===== config.mk =====
export PLATFORM = sky130hd
export DESIGN_NAME = dual_capture_timer
export DESIGN_NICKNAME = d
export VERILOG_FILES = /design/src/rtl/dct_pkg.sv /design/src/rtl/dct_prescaler.sv /design/src/rtl/dct_edge_sync.sv /design/src/rtl/dct_half.sv /design/src/rtl/dual_capture_timer.sv
export SDC_FILE = /design/constraint.sdc
export NUM_CORES = 1
export LEC_CHECK = 0
export BUFFER_PORTS_ARGS = -buffer_cell sky130_fd_sc_hd__buf_2
export CAP_MARGIN = 25
export CORE_UTILIZATION = 45
export DETAILED_ROUTE_END_ITERATION = 16
export PLACE_DENSITY = 0.72
export SLEW_MARGIN = 20
export SYNTH_ARGS = -nofsm -noshare
export SYNTH_HDL_FRONTEND = slang
export SYNTH_SLANG_ARGS = --single-unit

===== constraint.sdc =====
create_clock -name clk -period 3.3 [get_ports clk]
set_input_delay 0.66 -clock clk [delete_from_list [all_inputs] [get_ports clk]]
set_output_delay 0.66 -clock clk [all_outputs]
set_load 0.005 [all_outputs]

===== src/rtl/dct_pkg.sv =====
package dct_pkg;
   typedef enum logic [1:0] {
      MODE_SPLIT   = 2'd0,
      MODE_TMR_EVT = 2'd1,
      MODE_CASC    = 2'd2,
      MODE_EVT16   = 2'd3
   } dct_mode_e;

   localparam logic [2:0] A_MODE     = 3'd0;
   localparam logic [2:0] A_PRE_LO   = 3'd1;
   localparam logic [2:0] A_PRE_HI   = 3'd2;
   localparam logic [2:0] A_MATCH_LO = 3'd3;
   localparam logic [2:0] A_MATCH_HI = 3'd4;
   localparam logic [2:0] A_FLAGS    = 3'd5;

   localparam logic [1:0] RD_COUNT = 2'd0;
   localparam logic [1:0] RD_CAP_A = 2'd1;
   localparam logic [1:0] RD_CAP_B = 2'd2;
   localparam logic [1:0] RD_FLAGS = 2'd3;
endpackage


===== src/rtl/dct_prescaler.sv =====
module dct_prescaler #(
   parameter int PW = 8
) (
   input  logic          clk,
   input  logic          rst_n,
   input  logic          restart,
   input  logic [PW-1:0] div,
   output logic          tick
);
   logic [PW-1:0] phase_q;

   assign tick = (phase_q == div);

   always_ff @(posedge clk) begin
      if (!rst_n)       phase_q <= '0;
      else if (restart) phase_q <= '0;
      else if (tick)    phase_q <= '0;
      else              phase_q <= phase_q + 1'b1;
   end

   // with a nonzero divisor two ticks never come back to back
   assert_prescale_gap_R2: assert property (@(posedge clk) disable iff (!rst_n)
      (tick && div != '0) |=> (!tick || div != $past(div)));
endmodule


===== src/rtl/dct_edge_sync.sv =====
module dct_edge_sync (
   input  logic clk,
   input  logic rst_n,
   input  logic din,
   output logic rise
);
   logic [2:0] pipe_q;

   always_ff @(posedge clk) begin
      if (!rst_n) pipe_q <= '0;
      else        pipe_q <= {pipe_q[1:0], din};
   end

   assign rise = pipe_q[1] & ~pipe_q[2];

   // an edge produces exactly one single-cycle pulse
   assert_single_pulse_R8: assert property (@(posedge clk) disable iff (!rst_n)
      rise |=> !rise);
endmodule


===== src/rtl/dct_half.sv =====
module dct_half #(
   parameter int W = 8
) (
   input  logic         clk,
   input  logic         rst_n,
   input  logic         inc,
   input  logic         clr,
   output logic [W-1:0] cnt
);
   always_ff @(posedge clk) begin
      if (!rst_n)   cnt <= '0;
      else if (clr) cnt <= '0;
      else if (inc) cnt <= cnt + 1'b1;
   end
endmodule


===== src/rtl/dual_capture_timer.sv =====
module dual_capture_timer
   import dct_pkg::*;
#(
   parameter int HW = 8,
   parameter int PW = 8
) (
   input  logic            clk,
   input  logic            rst_n,
   input  logic            wr_en,
   input  logic [2:0]      wr_addr,
   input  logic [HW-1:0]   wr_data,
   input  logic [1:0]      rd_sel,
   output logic [2*HW-1:0] rd_data,
   input  logic            evt_in,
   input  logic            cap_a_in,
   input  logic            cap_b_in,
   output logic            irq_lo,
   output logic            irq_hi
);
   localparam int FW = 2 * HW;

   if (HW < 2 || PW < 1 || PW > HW) begin : g_bad_params
      $error("dual_capture_timer: need HW >= 2 and 1 <= PW <= HW");
   end

   dct_mode_e             mode_q;
   logic [1:0][PW-1:0]    pre_q;
   logic [1:0][HW-1:0]    match_q;
   logic [1:0][HW-1:0]    cnt;
   logic [FW-1:0]         cnt_all, match_all;
   logic [1:0][FW-1:0]    cap_q;
   logic [1:0]            pre_tick, restart, inc, clr;
   logic [2:0]            ext_in, ext_rise;
   logic                  wide, eq_lo, eq_hi, tick_lo, tick_hi, tick16, wrap16;
   logic                  set_lo, set_hi, clr_lo_w, clr_hi_w;

   assign ext_in = {cap_b_in, cap_a_in, evt_in};

   for (genvar s = 0; s < 3; s++) begin : g_sync
      dct_edge_sync u_sync (.clk(clk), .rst_n(rst_n), .din(ext_in[s]), .rise(ext_rise[s]));
   end

   for (genvar h = 0; h < 2; h++) begin : g_part
      assign restart[h] = wr_en &&
         (wr_addr == A_MODE || wr_addr == ((h == 0) ? A_PRE_LO : A_PRE_HI));
      dct_prescaler #(.PW(PW)) u_pre (
         .clk(clk), .rst_n(rst_n), .restart(restart[h]),
         .div(pre_q[h]), .tick(pre_tick[h]));
      dct_half #(.W(HW)) u_half (
         .clk(clk), .rst_n(rst_n), .inc(inc[h]), .clr(clr[h]), .cnt(cnt[h]));
   end

   assign cnt_all   = cnt;
   assign match_all = match_q;
   assign wide      = mode_q[1];
   assign eq_lo     = (cnt[0] == match_q[0]);
   assign eq_hi     = (cnt[1] == match_q[1]);
   assign tick_lo   = pre_tick[0];
   assign tick_hi   = (mode_q == MODE_SPLIT) ? pre_tick[1] : ext_rise[0];
   assign tick16    = (mode_q == MODE_CASC) ? pre_tick[0] : ext_rise[0];
   assign wrap16    = tick16 && eq_lo && eq_hi;

   always_comb begin
      if (wide) begin
         inc[0] = tick16;
         clr[0] = wrap16;
         inc[1] = tick16 && (&cnt[0]);
         clr[1] = wrap16;
         set_lo = 1'b0;
         set_hi = wrap16;
      end else begin
         inc[0] = tick_lo;
         clr[0] = tick_lo && eq_lo;
         inc[1] = tick_hi;
         clr[1] = tick_hi && eq_hi;
         set_lo = tick_lo && eq_lo;
         set_hi = tick_hi && eq_hi;
      end
   end

   assign clr_lo_w = wr_en && (wr_addr == A_FLAGS) && wr_data[0];
   assign clr_hi_w = wr_en && (wr_addr == A_FLAGS) && wr_data[1];

   always_ff @(posedge clk) begin
      if (!rst_n) begin
         mode_q  <= MODE_SPLIT;
         pre_q   <= '0;
         match_q <= '0;
         irq_lo  <= 1'b0;
         irq_hi  <= 1'b0;
      end else begin
         if (wr_en) begin
            case (wr_addr)
               A_MODE:     mode_q     <= dct_mode_e'(wr_data[1:0]);
               A_PRE_LO:   pre_q[0]   <= wr_data[PW-1:0];
               A_PRE_HI:   pre_q[1]   <= wr_data[PW-1:0];
               A_MATCH_LO: match_q[0] <= wr_data;
               A_MATCH_HI: match_q[1] <= wr_data;
               default: ;
            endcase
         end
         irq_lo <= set_lo | (irq_lo & ~clr_lo_w);
         irq_hi <= set_hi | (irq_hi & ~clr_hi_w);
      end
   end

   for (genvar c = 0; c < 2; c++) begin : g_cap
      always_ff @(posedge clk) begin
         if (!rst_n)              cap_q[c] <= '0;
         else if (ext_rise[c+1])  cap_q[c] <= cnt_all;
      end
   end

   always_comb begin
      case (rd_sel)
         RD_COUNT: rd_data = cnt_all;
         RD_CAP_A: rd_data = cap_q[0];
         RD_CAP_B: rd_data = cap_q[1];
         default:  rd_data = {{(FW-2){1'b0}}, irq_hi, irq_lo};
      endcase
   end

   // a capture A edge stores the count seen in that cycle
   assert_capture_a_R9: assert property (@(posedge clk) disable iff (!rst_n)
      ext_rise[1] |=> cap_q[0] == $past(cnt_all));
   // capture B during a wrap keeps the pre-wrap value
   assert_capture_wrap_R10: assert property (@(posedge clk) disable iff (!rst_n)
      (ext_rise[2] && (clr[0] || clr[1])) |=> cap_q[1] == $past(cnt_all));
   // split-mode low half returns to zero with its flag on a match
   assert_split_wrap_R7: assert property (@(posedge clk) disable iff (!rst_n)
      (!wide && tick_lo && eq_lo) |=> (cnt[0] == '0 && irq_lo));
   // a clear without a coincident set drops the flag
   assert_flag_clear_R11: assert property (@(posedge clk) disable iff (!rst_n)
      (clr_lo_w && !set_lo) |=> !irq_lo);
   // event mode holds the count when no edge arrives
   assert_evt16_hold_R6: assert property (@(posedge clk) disable iff (!rst_n)
      (mode_q == MODE_EVT16 && !ext_rise[0]) |=> $stable(cnt_all));
   // cascade carries into the high half
   assert_casc_carry_R5: assert property (@(posedge clk) disable iff (!rst_n)
      (mode_q == MODE_CASC && tick16 && cnt_all != match_all && (&cnt[0]))
      |=> cnt[1] == HW'($past(cnt[1]) + 1'b1));
endmodule


* Word level (Yosys, flattened, before mapping)
Index checks and enable logic that the tools add are counted.
W data, S select, Z words.
** Word-level totals
- Logic and storage cells :: 77
- Bits in registers :: 109
- Input bits :: 19
** Operators by class
- Bitwise operators :: 13
- Equality and inequality tests :: 12
- Reduce and logical (&&, ||, !) cells :: 25
- $add $sub $neg :: 4
- Multiplexer cells :: 7
** Operators by type and width (count)
- $pmux W16 S3 :: 1
- $add A8 B1 Y8 const B :: 4
- $eq A8 B8 Y1 :: 4
- $logic_and A1 B1 Y1 :: 10
- $reduce_and A2 Y1 :: 5
- $reduce_and A8 Y1 :: 1
- $eq A3 B2 Y1 const B :: 2
- $eq A3 B3 Y1 const B :: 2
- $not A1 Y1 :: 6
- $reduce_or A3 Y1 :: 2
- $and A1 B1 Y1 :: 5
- $eq A2 B2 Y1 const B :: 2
- $logic_not A2 Y1 :: 2
- $mux W1 :: 4
- $mux W2 :: 2
- $reduce_or A2 Y1 :: 2
- $eq A3 B1 Y1 const B :: 1
- $logic_not A3 Y1 :: 1
- $eq A2 B1 Y1 const B :: 1
- $logic_or A1 B1 Y1 :: 2
- $or A1 B1 Y1 :: 2

* Logic depth before layout (Yosys ltp)
- Depth after elaboration :: 7
- Depth in mapped cells :: 8

* Modules after synthesis
Synthesis repeated with hierarchy kept, for this count alone.
** Second synthesis, totals
- Cells, all modules :: 535
- Area, all modules :: 4977.3 µm²
** By module, submodules not included
- dual_capture_timer :: seq. area each 1361.3 µm², cells an instance 344, instances 1, area each 3085.5 µm²
- dct_prescaler :: seq. area each 160.2 µm², cells an instance 47, instances 2, area each 467.9 µm²
- dct_half :: seq. area each 160.2 µm², cells an instance 38, instances 2, area each 339.1 µm²
- dct_edge_sync :: seq. area each 60.1 µm², cells an instance 7, instances 3, area each 92.6 µm²

* Worst setup path before layout
OpenSTA, ideal clock, no wires.
- Path type :: input to output
- Start point :: in rd_sel[1]
- End point :: out rd_data[0]
- Stages on the path :: 3
- Buffers on the path :: 2
- Arrival :: 1.832 ns
- Path slack :: 0.808 ns
- Path through :: clkbuf_1 buf_1 mux4_2
** On the way
- Cells in the longest elaborated chain, start to end :: 2
- Elaborated cells on any way between the ends :: 4
- Those cells by class :: 2 x eq/ne; 1 x mux; 1 x reduce/logical
** RTL lines
- start, declared :: line dual_capture_timer.sv:12 : input logic [1:0] rd_sel,
- $eq A2 B2 Y1 (tied with other cells) :: line dual_capture_timer.sv:115 : case (rd_sel)
- $pmux W16 S3 (*) :: line dual_capture_timer.sv:115
- end, declared :: line dual_capture_timer.sv:13 : output logic [2*HW-1:0] rd_data,
Every way passes the cells marked *; elsewhere a longest branch is shown, timed or not.

* Worst setup path after layout
- Start point :: in rd_sel[0]
- End point :: out rd_data[10]
The elaborated chain is that of the path after synthesis.

==> results.md <==
Run status:
- The flow ran to the end, and the final reports show no timing, DRC or antenna violations.

Clock tree:
- The CTS tree is built.
- Clock-pin slew was measured on the worst setup and hold paths at 0.09 ns.
- At the later pin of the worst-skew pair, clock insertion delay measures 0.37 ns.
- The number of gates given a new drive strength after cts is 0.
- Buffers added to address setup during post-CTS repair amount to 0.
- The TritonCTS sink count is 109.
- The clock passes through at most 2 buffers.
- In this run the number of H-tree levels came out at 3.
- The number of buffers added to fix hold violations after cts is 0.
- The clock tree root buffer cell is sky130_fd_sc_hd__clkbuf_8.
- The number of clock buffers added by TritonCTS is 9.

STA:
- The time the final worst path needs with I/O delays and setup is 2.70 ns.
- The number of max-slew violations in the final report was 0.
- Measured against its own limit, the worst slew margin works out to 40.4%.
- The worst-case clock skew is 0.00688 ns.
- The worst-case setup margin in the final layout is 0.597 ns.
- Summed over all failing endpoints, the final setup total negative slack is 0 ns.
- The worst hold slack is 0.439 ns.
- Dividing the final minimum period by the clock period gives 81.9%.
- Setup repair after global routing left no endpoint under its margin.
- The slew at the pin with the worst max-slew slack is 0.892 ns.
- The number of failing setup endpoints in the final timing report is 0.
- The final-report hold violation count is 0.
- The maximum clock frequency is 370 MHz.

Synth:
- The netlist uses 40 different library cells.
- A synthesized cell averages 8.47 um2.
- The post-synthesis compound-gate area fraction is 14.1%.
- The proportion of netlist area held by the largest area contributor is 44.0%.
- When the netlist entered floorplanning its net count stood at 608.
- Counting flops and latches in the post-synthesis netlist gives 109.
- Summed over all instances, the cell type with the most area after synthesis is sky130_fd_sc_hd__dfxtp_1.
- For this run, asynchronously set or reset flops after synthesis account for 0%.
- The cell area that synthesis handed to floorplanning was 0.00496 mm2.
- After synthesis, the cell types taking the most area are sky130_fd_sc_hd__dfxtp_1 (44%), sky130_fd_sc_hd__nand2_1 (11%), sky130_fd_sc_hd__a21boi_0 (8.5%).
- The synthesized-area fraction occupied by adder cells is 1.01%.
- The synthesized design contains 0 enable-type register cells.
- Of the total synthesized cell area, the portion taken by AND, OR, NAND and NOR gates is 23.0%.
- The cell with the most instances after synthesis is sky130_fd_sc_hd__nand2_1.
- The xor and xnor area share after synthesis is 8.31%.
- Counting every instance in the synthesized netlist gives 585.
- Measured against the total synthesized area, the mux share comes to 6.16%.
- Counting instances in the post-synthesis netlist gives the leading cell types as sky130_fd_sc_hd__nand2_1 (145), sky130_fd_sc_hd__dfxtp_1 (109), sky130_fd_sc_hd__a21boi_0 (56).
- In the synthesized netlist the dominant register cell turns out to be sky130_fd_sc_hd__dfxtp_1.
- Summing the sequential cell areas from Yosys gives 44.0% of the chip area.
- The main combinational cell family by area after synthesis is simple AND/OR/NAND/NOR gates.
- The count of warnings emitted by yosys is 0.

Critical path:
- The worst setup path is launched from an input pin.
- The setup slack of the worst register-to-register path is 0.88 ns.
- The cell type of the slowest stage on the worst timing path is sky130_fd_sc_hd__nor2b_1.
- The critical path goes through buf_2, nor2b_1, nand2_1, o21ai_0, buf_2.
- The sort of element at the end of the critical path is a primary output.
- The worst setup path category is in2out.
- For the worst setup path, the data required time is 2.64 ns.
- The cell that appears most often on the critical path is sky130_fd_sc_hd__buf_2.
- On the worst path, the slowest cell contributes a delay of 0.76 ns.
- The maximum fanout along the worst path is 17.
- The signal arrival time at the worst endpoint is 2.04 ns.

Power:
- The power per standard cell area is 459 mW/mm2.
- The analysis attributes to cell leakage a power of 0.00206 uW.
- IR analysis of the VDD net gives a maximum drop of 0.323 mV.

Layout:
- The multi-input combinational cells in the finished layout cover a total of 0.00261 mm2.
- Of the cells placed in the final design, the portion with a size suffix greater than 1 is 9.60%.
- The final non-filler cell total is 740.
- The core utilization of the finished layout is 51.0%.
- The filler cell count is 1005.
- The area added between synthesis and finish is 8.20%.
- The antenna diode count is 0.
- The register cell area after layout is 0.00218 mm2.
- The layout net count is 622.

Drt:
- For this block, the initial DRC count from the detailed router was 173.
- The final layout contains routed wiring with a total length of 10.0 mm.
- The number of nets with antenna violations after routing is 0.
- The final route contains 3768 vias.
- The number of vias per cell is 5.09.
- After detailed routing, the average wire length per cell comes to 13.5 um.
- The DRC violations left is 0.
- For this run, the detailed router's first-pass iteration total came to 4.

Die:
- The floorplan step set the die width to 107 um.
- For this configuration, the core starts out at a cell density of 47.2%.
- The y dimension of the die is 107 um.
- The number of ports placed on the die boundary is 37.
- The die outline area is 0.0114 mm2.
- The area of the placeable core is 0.0105 mm2.
- In this run the core area contains 37 standard-cell rows.

Worst hold path:
- The min-delay analysis places its worst path in the category reg2reg.

Global routing:
- The via count of the first global-routing pass is 3658.
- The first global-routing pass estimated 17.3 mm of wire.
- After global routing the overflow that remains totals 0.
- For this run, the total global-route usage over all layers was measured as 19.0%.
- The initial antenna violation count is 0.
- The pin count of the biggest net entering global routing is 44.

Flow run:
- Across the run, the number of max-cap violations was 0.

Place:
- In this run the tool buffered the top-level ports with 36 buffer cells.
- The cell count after placement is 722.
- The setup slack after placement is 0.594 ns.
- The global placement routability congestion is 0.762.
- The estimated wirelength of the detail-placed design is 7.31 mm.
==> state kept, by name (all words and copies together), names as in the netlist <==
| signal | flops |
|---|---|
| match_all | 16 |
| pre_q | 16 |
| cap_q | 32 |
| irq_lo | 1 |
| irq_hi | 1 |
| mode_q | 2 |
| g_part.u_pre.phase_q | 16 |
| g_part.u_half.cnt | 16 |
| g_sync.u_sync.pipe_q | 9 |
==> metal layers <==
layer,track usage [%],wire length (um),vias to the layer above
li1,-,-,1974
met1,24.9,4830,1720
met2,31.5,4750,66
met3,3.95,355,8
met4,5.58,77,0
met5,0,0,-
==> power by group <==
part           switching, uW  total (uW)  internal [uW]
clock                    417         734            317
sequential              55.5        1410           1360
combinational            187         314            128
==> worst max-delay path: cells and delay by family <==
kind	cells	cell delay [ns]
and+or+nand+nor	2	0.89
buffers and inverters	2	0.39
AOI/OAI and AO/OA	1	0.11
==> layout by cell type, fill, tap and decap left out, types with 12 or more instances in the layout <==
master and count:
sky130_fd_sc_hd__o21ai_0 24, sky130_fd_sc_hd__nand2_1 145, sky130_fd_sc_hd__a21boi_0 56, sky130_fd_sc_hd__xor2_1 39, sky130_fd_sc_hd__nand3_1 12, sky130_fd_sc_hd__nor2b_1 15, sky130_fd_sc_hd__and2_1 13, sky130_fd_sc_hd__nor2_1 29
sky130_fd_sc_hd__dfxtp_1 109, sky130_fd_sc_hd__mux2i_1 26, sky130_fd_sc_hd__a21oi_1 12, sky130_fd_sc_hd__buf_2 36
==> path summary, 6_finish.rpt <==
| kind | start | end | depth (start not counted) |
|---|---|---|---|
| hold reg to reg | g_sync[2].u_sync.pipe_q[0]$_SDFF_PN0_ | g_sync[2].u_sync.pipe_q[1]$_SDFF_PN0_ | 1 |
| setup / recovery | rd_sel[0] | rd_data[10] | 5 |
| setup reg to reg | g_part[0].u_half.cnt[2]$_SDFFE_PP0P_ | g_part[1].u_half.cnt[5]$_SDFFE_PP0P_ | 6 |
| hold / removal | g_sync[2].u_sync.pipe_q[0]$_SDFF_PN0_ | g_sync[2].u_sync.pipe_q[1]$_SDFF_PN0_ | 1 |
==> per-stage QoR <==
step	total power, uW	cell area [um2]
after floorplan	1660	4960
after detailed placement	1750	5180
after CTS	2480	5350
final	2460	5360
after global routing	2590	5360
after global placement	1740	5180
==> final cells by class <==
type	count	share of cell area [%]
multi-input cells	434	48.7
clock buffers	15	3.10
inverters	5	0.350
clock inverters	1	0.0933
flip-flops and latches	109	40.7
well taps	136	3.17
repair buffers	40	3.92
==> logic make-up after synthesis <==
logic type	after synthesis
AO/OA/AOI/OAI	105
XOR/XNOR	47
adder cells (fa/ha/maj)	4
buffers and inverters	42
flip-flops	109
multiplexers	28
AND/OR/NAND/NOR	250
(Power assumes the default switching activity.)
